[src/rtl/i2c_rx_pkg.sv]
package i2c_rx_pkg;

    typedef enum logic [2:0] {
        ST_IDLE,
        ST_ADDR,
        ST_ADDR_ACK,
        ST_DATA,
        ST_PRE_ACK_HOLD,
        ST_DATA_ACK,
        ST_POST_ACK_HOLD,
        ST_OVR_HOLD
    } rx_state_e;

    typedef enum logic [1:0] {
        MODE_PLAIN,
        MODE_BYTE_WAIT,
        MODE_PRE_ACK
    } hold_mode_e;

    // Pre-acknowledge selection overrides byte-wait selection.
    function automatic hold_mode_e decode_mode(input logic byte_wait, input logic pre_ack);
        if (pre_ack)
            return MODE_PRE_ACK;
        else if (byte_wait)
            return MODE_BYTE_WAIT;
        else
            return MODE_PLAIN;
    endfunction

endpackage

[src/rtl/i2c_rx_sync.sv]
module i2c_rx_sync #(
    parameter int STAGES = 2
) (
    input  logic clk,
    input  logic rst_n,
    input  logic scl_i,
    input  logic sda_i,
    output logic scl_s_o,
    output logic sda_s_o,
    output logic scl_rise_o,
    output logic scl_fall_o,
    output logic start_o,
    output logic stop_o
);
    localparam int LINES   = 2;
    localparam int IDX_SCL = 0;
    localparam int IDX_SDA = 1;

    logic [LINES-1:0] pins;
    logic [LINES-1:0] synced;
    logic [LINES-1:0] prev_q;

    assign pins = {sda_i, scl_i};

    generate
        for (genvar g = 0; g < LINES; g++) begin : g_line
            logic [STAGES-1:0] chain_q;
            always_ff @(posedge clk or negedge rst_n) begin
                if (!rst_n)
                    chain_q <= '1;
                else
                    chain_q <= {chain_q[STAGES-2:0], pins[g]};
            end
            assign synced[g] = chain_q[STAGES-1];
        end
    endgenerate

    always_ff @(posedge clk or negedge rst_n) begin
        if (!rst_n)
            prev_q <= '1;
        else
            prev_q <= synced;
    end

    assign scl_s_o    = synced[IDX_SCL];
    assign sda_s_o    = synced[IDX_SDA];
    assign scl_rise_o =  synced[IDX_SCL] & ~prev_q[IDX_SCL];
    assign scl_fall_o = ~synced[IDX_SCL] &  prev_q[IDX_SCL];
    // SDA edges while SCL stays high are bus conditions.
    assign start_o = prev_q[IDX_SDA] & ~synced[IDX_SDA] & synced[IDX_SCL] & prev_q[IDX_SCL];
    assign stop_o  = ~prev_q[IDX_SDA] & synced[IDX_SDA] & synced[IDX_SCL] & prev_q[IDX_SCL];

endmodule

[src/rtl/i2c_rx_addr_cmp.sv]
module i2c_rx_addr_cmp #(
    parameter int ADDR_W = 7,
    parameter int DATA_W = 8
) (
    input  logic [DATA_W-1:0] byte_i,
    input  logic [ADDR_W-1:0] own_i,
    output logic              match_o
);
    localparam int RW_BIT = 0;

    logic [ADDR_W-1:0] addr_field;
    logic              is_write;

    assign addr_field = byte_i[DATA_W-1 -: ADDR_W];
    assign is_write   = ~byte_i[RW_BIT];
    assign match_o    = is_write && ((addr_field == own_i) || (addr_field == '0));

endmodule

[src/rtl/i2c_rx_hold_reg.sv]
module i2c_rx_hold_reg #(
    parameter int DATA_W = 8
) (
    input  logic              clk,
    input  logic              rst_n,
    input  logic              load_i,
    input  logic [DATA_W-1:0] data_i,
    input  logic              rd_i,
    output logic [DATA_W-1:0] data_o,
    output logic              full_o
);
    logic [DATA_W-1:0] data_q;
    logic              full_q;

    always_ff @(posedge clk or negedge rst_n) begin
        if (!rst_n) begin
            data_q <= '0;
            full_q <= 1'b0;
        end else if (load_i) begin
            data_q <= data_i;
            full_q <= 1'b1;
        end else if (rd_i) begin
            full_q <= 1'b0;
        end
    end

    assign data_o = data_q;
    assign full_o = full_q;

    // the stretch logic must never deliver a byte into a full register
    p_no_overflow_r5: assert property (@(posedge clk) disable iff (!rst_n)
        load_i |-> !full_q);

    // a delivered byte raises the flag
    p_load_sets_full_r3: assert property (@(posedge clk) disable iff (!rst_n)
        load_i |=> full_q);

    // a read clears the flag and keeps the data
    p_read_clears_r3: assert property (@(posedge clk) disable iff (!rst_n)
        (rd_i && !load_i) |=> (!full_q && $stable(data_q)));

endmodule

[src/rtl/i2c_rx_fsm.sv]
module i2c_rx_fsm
    import i2c_rx_pkg::*;
#(
    parameter int DATA_W = 8
) (
    input  logic              clk,
    input  logic              rst_n,
    input  logic              scl_s_i,
    input  logic              sda_s_i,
    input  logic              scl_rise_i,
    input  logic              scl_fall_i,
    input  logic              start_i,
    input  logic              stop_i,
    input  logic              addr_match_i,
    input  hold_mode_e        mode_i,
    input  logic              full_i,
    input  logic              rd_strobe_i,
    input  logic              ack_wr_i,
    input  logic              ack_val_i,
    output logic [DATA_W-1:0] shift_o,
    output logic              load_o,
    output logic [DATA_W-1:0] load_data_o,
    output logic              scl_pull_o,
    output logic              sda_pull_o
);
    localparam int              CNT_W    = $clog2(DATA_W + 1);
    localparam logic [CNT_W-1:0] LAST    = CNT_W'(DATA_W);
    localparam logic [CNT_W-1:0] PENULT  = CNT_W'(DATA_W - 1);

    rx_state_e         state_q, state_d;
    logic [DATA_W-1:0] shreg_q;
    logic [CNT_W-1:0]  cnt_q;
    logic              ack_q;        // stored acknowledge value, 0 = ACK
    logic              drive_ack_q;  // 1 = pull SDA in the current data ack slot
    logic              last_edge;
    logic              take_bit;

    assign last_edge = scl_fall_i && (cnt_q == LAST);
    assign take_bit  = scl_rise_i && (cnt_q != LAST) &&
                       ((state_q == ST_ADDR) || (state_q == ST_DATA));

    // next state
    always_comb begin
        state_d = state_q;
        if (start_i) begin
            state_d = ST_ADDR;
        end else if (stop_i) begin
            state_d = ST_IDLE;
        end else begin
            unique case (state_q)
                ST_IDLE: ;
                ST_ADDR:
                    if (last_edge)
                        state_d = addr_match_i ? ST_ADDR_ACK : ST_IDLE;
                ST_ADDR_ACK:
                    if (scl_fall_i)
                        state_d = full_i ? ST_OVR_HOLD : ST_DATA;
                ST_DATA:
                    if (last_edge)
                        state_d = (mode_i == MODE_PRE_ACK) ? ST_PRE_ACK_HOLD : ST_DATA_ACK;
                ST_PRE_ACK_HOLD:
                    if (ack_wr_i)
                        state_d = ST_DATA_ACK;
                ST_DATA_ACK:
                    if (scl_fall_i) begin
                        if (!drive_ack_q)
                            state_d = ST_IDLE;
                        else if (mode_i == MODE_BYTE_WAIT)
                            state_d = ST_POST_ACK_HOLD;
                        else if (full_i)
                            state_d = ST_OVR_HOLD;
                        else
                            state_d = ST_DATA;
                    end
                ST_POST_ACK_HOLD:
                    if (rd_strobe_i)
                        state_d = ST_DATA;
                ST_OVR_HOLD:
                    if (rd_strobe_i || !full_i)
                        state_d = ST_DATA;
                default:
                    state_d = ST_IDLE;
            endcase
        end
    end

    // state register
    always_ff @(posedge clk or negedge rst_n) begin
        if (!rst_n)
            state_q <= ST_IDLE;
        else
            state_q <= state_d;
    end

    // shifter, bit counter, acknowledge latches
    always_ff @(posedge clk or negedge rst_n) begin
        if (!rst_n) begin
            shreg_q     <= '0;
            cnt_q       <= '0;
            ack_q       <= 1'b0;
            drive_ack_q <= 1'b0;
        end else begin
            if (start_i || (state_d == ST_DATA && state_q != ST_DATA)) begin
                cnt_q <= '0;
            end else if (take_bit) begin
                shreg_q <= {shreg_q[DATA_W-2:0], sda_s_i};
                cnt_q   <= cnt_q + CNT_W'(1);
            end
            if (ack_wr_i)
                ack_q <= ack_val_i;
            if (state_d == ST_DATA_ACK && state_q != ST_DATA_ACK)
                drive_ack_q <= ack_wr_i ? ~ack_val_i : ~ack_q;
        end
    end

    // outputs
    always_comb begin
        scl_pull_o  = 1'b0;
        sda_pull_o  = 1'b0;
        unique case (state_q)
            ST_ADDR_ACK:      sda_pull_o = 1'b1;
            ST_DATA_ACK:      sda_pull_o = drive_ack_q;
            ST_PRE_ACK_HOLD,
            ST_POST_ACK_HOLD,
            ST_OVR_HOLD:      scl_pull_o = 1'b1;
            default: ;
        endcase
    end

    assign shift_o     = shreg_q;
    assign load_o      = (state_q == ST_DATA) && scl_rise_i && (cnt_q == PENULT);
    assign load_data_o = {shreg_q[DATA_W-2:0], sda_s_i};

    // SDA is only changed while SCL is low
    p_sda_change_low_r4: assert property (@(posedge clk) disable iff (!rst_n)
        !$stable(sda_pull_o) |-> !scl_s_i);

    // a read strobe alone never ends the pre-acknowledge stretch
    p_read_keeps_hold_r8: assert property (@(posedge clk) disable iff (!rst_n)
        (state_q == ST_PRE_ACK_HOLD && rd_strobe_i && !ack_wr_i && !start_i && !stop_i)
            |=> scl_pull_o);

    // the address acknowledge never leads into a per-byte stretch
    p_addr_no_byte_hold_r9: assert property (@(posedge clk) disable iff (!rst_n)
        (state_q == ST_ADDR_ACK && scl_fall_i)
            |=> (state_q != ST_POST_ACK_HOLD && state_q != ST_PRE_ACK_HOLD));

    // a NACKed byte is never followed by a stretch
    p_nack_no_hold_r11: assert property (@(posedge clk) disable iff (!rst_n)
        (state_q == ST_DATA_ACK && !sda_pull_o && scl_fall_i && !start_i) |=> !scl_pull_o);

endmodule

[src/rtl/i2c_rx_stretch.sv]
module i2c_rx_stretch
    import i2c_rx_pkg::*;
#(
    parameter int ADDR_W      = 7,
    parameter int DATA_W      = 8,
    parameter int SYNC_STAGES = 2
) (
    input  logic              clk,
    input  logic              rst_n,
    input  logic              scl_i,
    input  logic              sda_i,
    output logic              scl_pull_o,
    output logic              sda_pull_o,
    input  logic [ADDR_W-1:0] own_addr_i,
    input  logic              cfg_byte_wait_i,
    input  logic              cfg_pre_ack_i,
    output logic [DATA_W-1:0] rx_data_o,
    output logic              rx_full_o,
    input  logic              rx_read_i,
    input  logic              ack_val_i,
    input  logic              ack_wr_i
);
    logic              scl_s, sda_s, scl_rise, scl_fall, start_det, stop_det;
    logic [DATA_W-1:0] shift_val;
    logic [DATA_W-1:0] load_data;
    logic              load;
    logic              addr_match;
    hold_mode_e        mode;

    assign mode = decode_mode(cfg_byte_wait_i, cfg_pre_ack_i);

    i2c_rx_sync #(.STAGES(SYNC_STAGES)) u_sync (
        .clk        (clk),
        .rst_n      (rst_n),
        .scl_i      (scl_i),
        .sda_i      (sda_i),
        .scl_s_o    (scl_s),
        .sda_s_o    (sda_s),
        .scl_rise_o (scl_rise),
        .scl_fall_o (scl_fall),
        .start_o    (start_det),
        .stop_o     (stop_det)
    );

    i2c_rx_addr_cmp #(.ADDR_W(ADDR_W), .DATA_W(DATA_W)) u_cmp (
        .byte_i  (shift_val),
        .own_i   (own_addr_i),
        .match_o (addr_match)
    );

    i2c_rx_fsm #(.DATA_W(DATA_W)) u_fsm (
        .clk          (clk),
        .rst_n        (rst_n),
        .scl_s_i      (scl_s),
        .sda_s_i      (sda_s),
        .scl_rise_i   (scl_rise),
        .scl_fall_i   (scl_fall),
        .start_i      (start_det),
        .stop_i       (stop_det),
        .addr_match_i (addr_match),
        .mode_i       (mode),
        .full_i       (rx_full_o),
        .rd_strobe_i  (rx_read_i),
        .ack_wr_i     (ack_wr_i),
        .ack_val_i    (ack_val_i),
        .shift_o      (shift_val),
        .load_o       (load),
        .load_data_o  (load_data),
        .scl_pull_o   (scl_pull_o),
        .sda_pull_o   (sda_pull_o)
    );

    i2c_rx_hold_reg #(.DATA_W(DATA_W)) u_hold (
        .clk    (clk),
        .rst_n  (rst_n),
        .load_i (load),
        .data_i (load_data),
        .rd_i   (rx_read_i),
        .data_o (rx_data_o),
        .full_o (rx_full_o)
    );

    // nothing is pulled in the cycle after reset ends
    p_reset_quiet_r1: assert property (@(posedge clk) disable iff (!rst_n)
        $rose(rst_n) |-> (!scl_pull_o && !sda_pull_o && !rx_full_o));

endmodule

[config.mk]
export PLATFORM = sky130hd
export DESIGN_NAME = i2c_rx_stretch
export DESIGN_NICKNAME = d
export VERILOG_FILES = /design/src/rtl/i2c_rx_pkg.sv /design/src/rtl/i2c_rx_sync.sv /design/src/rtl/i2c_rx_addr_cmp.sv /design/src/rtl/i2c_rx_hold_reg.sv /design/src/rtl/i2c_rx_fsm.sv /design/src/rtl/i2c_rx_stretch.sv
export SDC_FILE = /design/constraint.sdc
export NUM_CORES = 1
export LEC_CHECK = 0
export CAP_MARGIN = 5
export CORE_ASPECT_RATIO = 0.8
export CORE_MARGIN = 3
export CORE_UTILIZATION = 50
export CTS_CLUSTER_DIAMETER = 50
export DETAILED_ROUTE_END_ITERATION = 10
export PLACE_DENSITY = 0.75
export SLEW_MARGIN = 20
export SYNTH_ARGS = -nofsm -noshare
export SYNTH_HDL_FRONTEND = slang
export SYNTH_HIERARCHICAL = 1
export SYNTH_SLANG_ARGS = --single-unit
[constraint.sdc]
create_clock -name clk -period 2.7 [get_ports clk]
set_clock_uncertainty 0.05 [all_clocks]
set_input_delay 0.27 -clock clk [delete_from_list [all_inputs] [get_ports clk]]
set_output_delay 0.27 -clock clk [all_outputs]
set_load 0.1 [all_outputs]
==> Word-level counts from Yosys, hierarchy flattened <==
Index checks and enable logic that the tools add are counted.
{ "totals": {"wordCells": 86, "output_inout_bits": 11, "inputBits": 16, "ff_bits": 32} }
{ "op_classes": {"n_eq_ne": 17, "addsub": 1, "n_bitwise": 16, "n_reduce_logical": 18, "mux": 24} }
{ "op_table": {"columns": ["op", "count"], "rows": [
  ["$mux W3", 12],
  ["$pmux W3 S7", 1],
  ["$eq A3 B3 Y1 const B", 5],
  ["$eq A3 B2 Y1 const B", 3],
  ["$and A1 B1 Y1", 8],
  ["$logic_and A1 B1 Y1", 8],
  ["$mux W4", 2],
  ["$not A1 Y1", 8],
  ["$eq A7 B7 Y1", 1],
  ["$logic_not A7 Y1", 1],
  ["$mux W1", 6],
  ["$add A4 B1 Y4 const B", 1],
  ["$eq A4 B3 Y1 const B", 1],
  ["$eq A4 B4 Y1 const B", 1],
  ["$logic_or A1 B1 Y1", 4],
  ["$mux W2", 2],
  ["$ne A4 B4 Y1 const B", 1],
  ["$reduce_bool A2 Y1", 2],
  ["$eq A3 B1 Y1 const B", 1],
  ["$ne A3 B2 Y1 const B", 1],
  ["$ne A3 B3 Y1 const B", 1],
  ["$reduce_or A3 Y1", 1],
  ["$eq A2 B1 Y1 const B", 1],
  ["$eq A2 B2 Y1 const B", 1],
  ["other kinds (3)", 3]
]} }

==> Depth between registers and ports, before layout <==
Gate-level depths: netlist (run 1).
{ "logic_depth": {"word_depth": 14, "depth_mapped": 8, "mapped_depth_nobuf": 7} }

==> Hierarchy <==
The synthesis (run 1) kept the hierarchy.
{ "modules_own_cells": {"columns": ["mod", "instances", "cells_each", "area_each_um2", "seq_area_each_um2"], "rows": [
  ["i2c_rx_fsm", 1, 102, 1049.8, 425.4],
  ["i2c_rx_hold_reg", 1, 20, 369.1, 225.2],
  ["i2c_rx_sync", 1, 10, 190.2, 157.7],
  ["i2c_rx_addr_cmp", 1, 13, 96.3, 0.0],
  ["i2c_rx_stretch", 1, 1, 13.8, 0.0]
]} }

==> Least setup slack after synthesis (run 1) <==
OpenSTA, ideal clock, no wires.
{ "synth_timing": {"path_type": "register to output", "start": "register u_fsm.state_q[0]", "end": "output port sda_pull_o", "required_ps": 2380, "t_arrival_ps": 2804, "setup_slack_ps": -424, "n_path_buf": 1, "path_stages_with_launch": 3, "path_cell_list": "dfrtp_1 -> buf_2 -> o31ai_1"} }
{ "synth_via": {"elab_chain_cells": 2, "elab_cells_between_ends": 3, "classes_between": "2 x eq/ne; 1 x mux"} }
{ "synth_rtl": {"columns": ["element", "line", "source"], "rows": [
  ["start: declaration", "i2c_rx_fsm.sv:30", "rx_state_e state_q, state_d;"],
  ["start signal: assignment", "i2c_rx_fsm.sv:92", "state_q <= state_d;"],
  ["$eq A3 B3 Y1 / $eq A3 B2 Y1 (equally long branches)", "i2c_rx_fsm.sv:120", "unique case (state_q)"],
  ["$pmux W1 S2 *", "i2c_rx_fsm.sv:120", null],
  ["end: declaration", "i2c_rx_stretch.sv:13", "output logic sda_pull_o,"]
]} }
Every way passes the cells marked *; elsewhere a longest branch is shown, timed or not.

==> Worst setup path in the final report (run 1) <==
{ "layout_timing": {"start": "register u_sync.prev_q[0]", "end": "register u_fsm.cnt_q[1]"} }
{ "layout_via": {"elab_chain_cells": 10, "elab_cells_between_ends": 20, "classes_between": "1 x eq/ne; 8 x mux; 5 x bitwise; 6 x reduce/logical"} }
{ "layout_rtl": {"columns": ["element", "line", "source"], "rows": [
  ["start: declaration", "i2c_rx_sync.sv:21", "logic [LINES-1:0] prev_q;"],
  ["start signal: assignment", "i2c_rx_sync.sv:42", "prev_q <= synced;"],
  ["$and A1 B1 Y1 *", "i2c_rx_sync.sv:48", "assign scl_fall_o = ~synced[IDX_SCL] & prev_q[IDX_SCL];"],
  ["via scl_fall", "i2c_rx_stretch.sv:23", "logic scl_s, sda_s, scl_rise, scl_fall, start_det, stop_det;"],
  ["$logic_and A1 B1 Y1", "i2c_rx_fsm.sv:38", "assign last_edge = scl_fall_i && (cnt_q == LAST);"],
  ["$mux W3 (on tied branches)", "i2c_rx_fsm.sv:59, i2c_rx_fsm.sv:53", null],
  ["$pmux W3 S7 *", "i2c_rx_fsm.sv:50", "unique case (state_q)"],
  ["$mux W3 *", "i2c_rx_fsm.sv:47", "end else if (stop_i) begin"],
  ["$mux W3 *", "i2c_rx_fsm.sv:45", "if (start_i) begin"],
  ["via u_fsm.state_d[1]", "i2c_rx_fsm.sv:30", null],
  ["$eq A3 B2 Y1 *", "i2c_rx_fsm.sv:103", "if (start_i || (state_d == ST_DATA && state_q != ST_DATA)) begin"],
  ["$logic_and A1 B1 Y1 *", "i2c_rx_fsm.sv:103", null],
  ["$logic_or A1 B1 Y1 *", "i2c_rx_fsm.sv:103", null],
  ["$mux W4 / $reduce_bool A2 Y1 (equally long branches)", null, null],
  ["end signal: assignment", "i2c_rx_fsm.sv:107", "cnt_q <= cnt_q + CNT_W'(1);"],
  ["end: declaration", "i2c_rx_fsm.sv:32", "logic [CNT_W-1:0] cnt_q;"]
]} }
The timed path passes the listed nets; every way through them passes the cells marked *.
A chain may end at the register's enable or synchronous reset.

==> flow_summary.ini, run 1 <==
[finish]
nFillCells = 254
areaGrowthSynthToFinish_pct = 18.2
drive_gt1_frac = 0.278
antennaDiodeCount = 0
final_cell_area_sq_mm = 0.00203
stdcell_count = 209
fin_nets = 186

[floorplanning]
start_util = 0.538
dieArea_sq_mm = 0.00418
fp-row-count = 18
io_pins = 27
die_width_um = 71.6
core_area_sq_mm = 0.00320
die_h_um = 58.4

[power_and_ir_drop]
peakVddDrop_uv = 522
p_int_w = 0.000835
p_seq_frac = 0.493
p_leak_nw = 0.960
clock_power_share = 0.409
netSwitchingPower_w = 0.000242
switching_share = 0.225
p_per_area_mw_per_mm2 = 530
power_frac_comb = 0.098

[yosys]
postSynthAreaPerCell_sq_um = 11.8
seq_area_frac_synth = 0.470
async_flop_share = 1.00
synth_warnings = 6
syn_nets = 164
synth_area_leaders = dfrtp_1 (38%), dfstp_2 (9.2%), mux2_4 (7.0%)
synth_top_area_frac = 0.378
synth_commonest_cells = dfrtp_1 (26), buf_4 (8), mux2_4 (8)
synth_area_leader_cell = dfrtp_1
ys.flop_type = dfrtp_1
synth_area_sq_mm = 0.00172
syn_inst = 146
synth_cell_types = 47
synth_most_common_cell = dfrtp_1
synth_edf_count = 0
synth_seq_cells = 32

[routing]
dr.pass1.iters = 4
wirelength_um = 3410
wl_per_cell_um = 16.3
viasPerCell = 5.56
drc = 0
ant_nets = 0
dr_total_vias = 1161
drt_iter0_markers = 59

[worst_setup_path]
criticalPathCategory = flop to flop
start_kind = flop
cp.required_ns = 2.81
r2r-start = u_sync/prev_q[0]
setup.worst_path.start = u_sync/prev_q[0]
crit_arrival_ns = 2.33
critical_path_peak_fanout = 6
endpoint_kind = flop

[clock_tree]
post_cts_buffers = 0
clockBufferDepth = 2
clock_latency_ns = 0.28
cts_hold_buffers = 0
cts_tree = done
cts_inserted_buffers = 5
clock_sinks = 32
clk_pin_slew_ns = 0.06
htree_levels = 2
root_buffer = clkbuf_8
cts_resized = 0

[global_route]
grt_usage = 0.183
antenna_found_initial = 0
grt_pass1_wl_um = 5690
grt_max_degree = 33
grt-ovfl-total = 0
grt_pass1_vias = 1218

[worst_hold_path]
hp-start = u_sync/g_line[0].chain_q[0]
hp-class = flop to flop

[placement]
hpwl_um = 2520
port_buffers = 26
placed_cells = 201
postPlaceCellArea_sq_mm = 0.00192
gp_congestion = 0.825
place_ws_ns = 0.290

[sta]
timing.final.crit_share = 0.825
slew_headroom = 0.589
slew_violations = 0
fin_ws_ns = 0.472
fmax_mhz = 449
timing.hold.ws_ns = 0.305
rsz0062_at_grt = false
tightest_slew_ns = 0.617
hold_violations = 0
setup-violations-final = 0
fin_setup_tns_ns = 0
min_period_ns = 2.23

[run_status]
status = finished, final reports clean

[flow_run]
drv_cap = 0
==> registers in the layout, indices dropped and copies added (netlist names) <==
signal,cells
u_fsm/drive_ack_q,1
u_hold/full_o,1
u_hold/data_o,8
u_fsm/state_q,3
u_fsm/ack_q,1
u_sync/g_line.chain_q,4
u_fsm/shift_o,8
u_fsm/cnt_q,4
u_sync/prev_q,2
==> per-layer routing <==
metal,wire [um],vias up,GRT usage
met5,0,-,0
met4,47,0,0.0670
li1,-,558,-
met3,184,5,0.0751
met2,1610,29,0.292
met1,1570,569,0.225
==> critical path: stages, from the launching register on <==
cell	delay, ns
dfstp_2	0.54
nor2b_1	0.36
and4b_1	0.43
and4_4	0.26
o31a_1	0.16
and4_4	0.25
nor3_1	0.06
==> kinds of logic after synthesis <==
kind of cell    after synthesis  share of synthesized area
simple gates                 45                      0.174
buf+inv                      19                     0.0699
mux                          19                      0.140
compound gates               19                     0.0801
flops                        32                      0.470
fa+ha+maj                     2                     0.0146
xor+xnor                     10                     0.0509
==> path summary, 6_finish.rpt <==
path | end | slack [ns] | cells after the start
min in group asynchronous | u_hold/data_o[7] | 0.33 | 2
worst max-delay path | u_fsm/cnt_q[1] | 0.47 | 6
worst min register to register | u_sync/g_line[0].chain_q[1] | 0.31 | 0
worst min-delay path | u_sync/g_line[0].chain_q[1] | 0.31 | 0
max in group asynchronous | u_sync/prev_q[0] | 1.94 | 2
worst max register to register | u_fsm/cnt_q[1] | 0.47 | 6
==> layout by cell type (no fill, tap or decap), types with 2 or more instances in the layout <==
cell type and n:
dfrtp_1 26, clkdlybuf4s50_1 15, buf_4 13, mux2_4 8, nor2b_1 7, mux2_2 7
inv_1 6, nor3_1 6, dfstp_2 6, clkbuf_8 5, xnor2_1 5, xor2_1 5
nand2_1 5, a21oi_1 4, nand4_1 3, and3b_1 3, and4b_1 3, nand2b_1 3
nor4_1 2, and3_1 2, and4_4 2, nand3_1 2, mux2_1 2, mux2i_1 2
ha_1 2
==> final cells by class <==
type	instances	area (sq um)	area share
clock buffer	6	72.6	0.0357
clock inverter	2	35.0	0.0172
inverter	6	22.5	0.0111
multi-input combinational	95	796	0.392
sequential	32	808	0.398
tap	40	50.0	0.0246
timing repair buffer	28	248	0.122
==> power groups by stage <==
| stage | Clock [W] | Combinational [W] | Sequential (W) |
|---|---|---|---|
| 2_1_floorplan | 0 | 0.0000681 | 0.000530 |
| 3_3_place_gp | 0 | 0.0000966 | 0.000539 |
| 3_5_place_dp | 0 | 0.000107 | 0.000540 |
| 4_1_cts | 0.000455 | 0.000108 | 0.000532 |
| 5_1_grt | 0.000479 | 0.000121 | 0.000538 |
| 6_report | 0.000440 | 0.000106 | 0.000532 |
==> through the flow <==
step           total power [W]   util
6_report               0.00108  0.635
2_1_floorplan         0.000598      -
5_1_grt                0.00114  0.635
4_1_cts                0.00109  0.635
3_5_place_dp          0.000648  0.602
3_3_place_gp          0.000635  0.602
(Power assumes the default switching activity.)
==> run 2: changes to the inputs <==
CORE_UTILIZATION = 48   (was 50)
clock period = 2.01 ns   (was 2.7 ns; I/O delays follow)
==> run 2 against run 1 <==
The flow now finishes with violations (negative setup slack); first-iteration DRC count increased by 47%; wire length rose by 13%; fmax rose by 7.4%; clock-buffer cell count shrank 1; clock power grew 36%; critical path depth up 1; sequential power grew 34%; critical path type unchanged; highest routed layer unchanged.
==> flow_summary.ini, run 2 (synthesis results as in run 1) <==
[global_route]
grt_pass1_vias = 1311
antenna_found_initial = 0
grt_pass1_wl_um = 6010
grt-ovfl-total = 0
grt_usage = 0.184
grt_max_degree = 33

[routing]
dr.pass1.iters = 4
wl_per_cell_um = 16.9
ant_nets = 0
wirelength_um = 3860
dr_total_vias = 1264
viasPerCell = 5.52
drc = 0
drt_iter0_markers = 87

[sta]
timing.hold.ws_ns = 0.270
fin_ws_ns = -0.0646
timing.final.crit_share = 1.03
fmax_mhz = 482
slew_headroom = 0.737
hold_violations = 0
tightest_slew_ns = 0.394
slew_violations = 0
rsz0062_at_grt = true
setup-violations-final = 4
min_period_ns = 2.07

[power_and_ir_drop]
total_power_w = 0.00150
clock_power_share = 0.398
p_leak_nw = 1.08
netSwitchingPower_w = 0.000351
peakVddDrop_uv = 422
p_seq_frac = 0.473
power_frac_comb = 0.129
p_int_w = 0.00115
p_per_area_mw_per_mm2 = 661
switching_share = 0.234

[finish]
fin_util = 0.702
final_common_cell = buf_4
antennaDiodeCount = 0
final_cell_area_sq_mm = 0.00228
mostFrequentLayoutCells = buf_4 (31), dfrtp_1 (26), clkdlybuf4s50_1 (15)
fin_nets = 206
drive_gt1_frac = 0.423
areaGrowthSynthToFinish_pct = 32.4

[floorplanning]
core_area_sq_mm = 0.00324
start_util = 0.530
fp-row-count = 18
io_pins = 27
die_h_um = 59.5
die_width_um = 72.9
dieArea_sq_mm = 0.00434

[run_status]
status = finished with violations
violations = negative setup slack

[worst_setup_path]
start_kind = flop
cp.required_ns = 2.12
endpoint_kind = flop
critical_path_peak_fanout = 4
criticalPathCategory = flop to flop
crit_arrival_ns = 2.19

[worst_hold_path]
hp-class = input pin to asynchronous set/reset pin

[clock_tree]
cts_tree = done
root_buffer = clkbuf_8
clock_sinks = 32
cts_inserted_buffers = 5
clockBufferDepth = 2
clk_pin_slew_ns = 0.07
htree_levels = 2
clock_latency_ns = 0.28

[placement]
port_buffers = 26
hpwl_um = 2630
gp_congestion = 0.838
postPlaceCellArea_sq_mm = 0.00207

[flow_run]
drv_cap = 0
==> run 2: worst paths after layout <==
kind                                                   from                     endpoint  slack [ns]  cells past startpoint
worst max-delay path                       u_fsm/shift_o[7]               u_fsm/cnt_q[0]       -0.06                      7
worst min-delay path                                  rst_n             u_hold/data_o[0]        0.27                      2
worst max register to register             u_fsm/shift_o[7]               u_fsm/cnt_q[0]       -0.06                      7
worst min register to register  u_sync/g_line[0].chain_q[0]  u_sync/g_line[0].chain_q[1]        0.31                      0
max in group asynchronous                             rst_n             u_sync/prev_q[0]        1.32                      2
min in group clk                                      sda_i  u_sync/g_line[1].chain_q[0]        0.28                      1
==> run 2: per-stage QoR <==
| step | setup WS, ns | instances | setup TNS [ns] |
|---|---|---|---|
| 5_1_grt | -0.155 | 229 | -0.612 |
| 3_3_place_gp | -0.293 | 215 | -1.24 |
| 2_1_floorplan | -0.191 | 146 | -0.330 |
| 4_1_cts | -0.0404 | 227 | -0.0885 |
| 6_report | -0.0646 | 229 | -0.194 |
| 3_5_place_dp | -0.348 | 215 | -1.45 |
==> run 2: layout make-up <==
class	instances	area, sq um
inverters	6	22.5
repair buffers	48	423
clock inverters	3	42.5
fillers	228	967
flip-flops and latches	32	808
multi-input cells	95	861
well taps	40	50.0
clock buffers	5	68.8
==> run 2: routing by layer <==
metal	wire, um	vias up	track usage
met5	0	-	0
met4	48	0	0.0816
met3	145	6	0.0373
met2	1910	25	0.296
met1	1750	632	0.241
li1	-	601	-
==> run 2: timing repair <==
action	in CTS	in global routing
resized for setup	2	9
setup buffers	4	3
hold buffers	0	0
setup endpoints to repair	5	15
pin swaps	2	3
hold endpoints to repair	0	0
==> run 2: critical path, stage by stage (launching register included) <==
cell and delay [ns]:
dfrtp_1 0.39, xor2_1 0.15, or4_4 0.53, o21ai_4 0.15, and4_4 0.22, o31a_1 0.14
and4_4 0.27, nor3_1 0.07
==> run 2: power groups by stage <==
| stage | registers (W) | logic (W) | clock network (W) |
|---|---|---|---|
| 3_5_place_dp | 0.000720 | 0.000166 | 0 |
| 3_3_place_gp | 0.000719 | 0.000157 | 0 |
| 6_report | 0.000711 | 0.000194 | 0.000598 |
| 4_1_cts | 0.000709 | 0.000172 | 0.000613 |
| 2_1_floorplan | 0.000712 | 0.0000960 | 0 |
| 5_1_grt | 0.000717 | 0.000213 | 0.000641 |
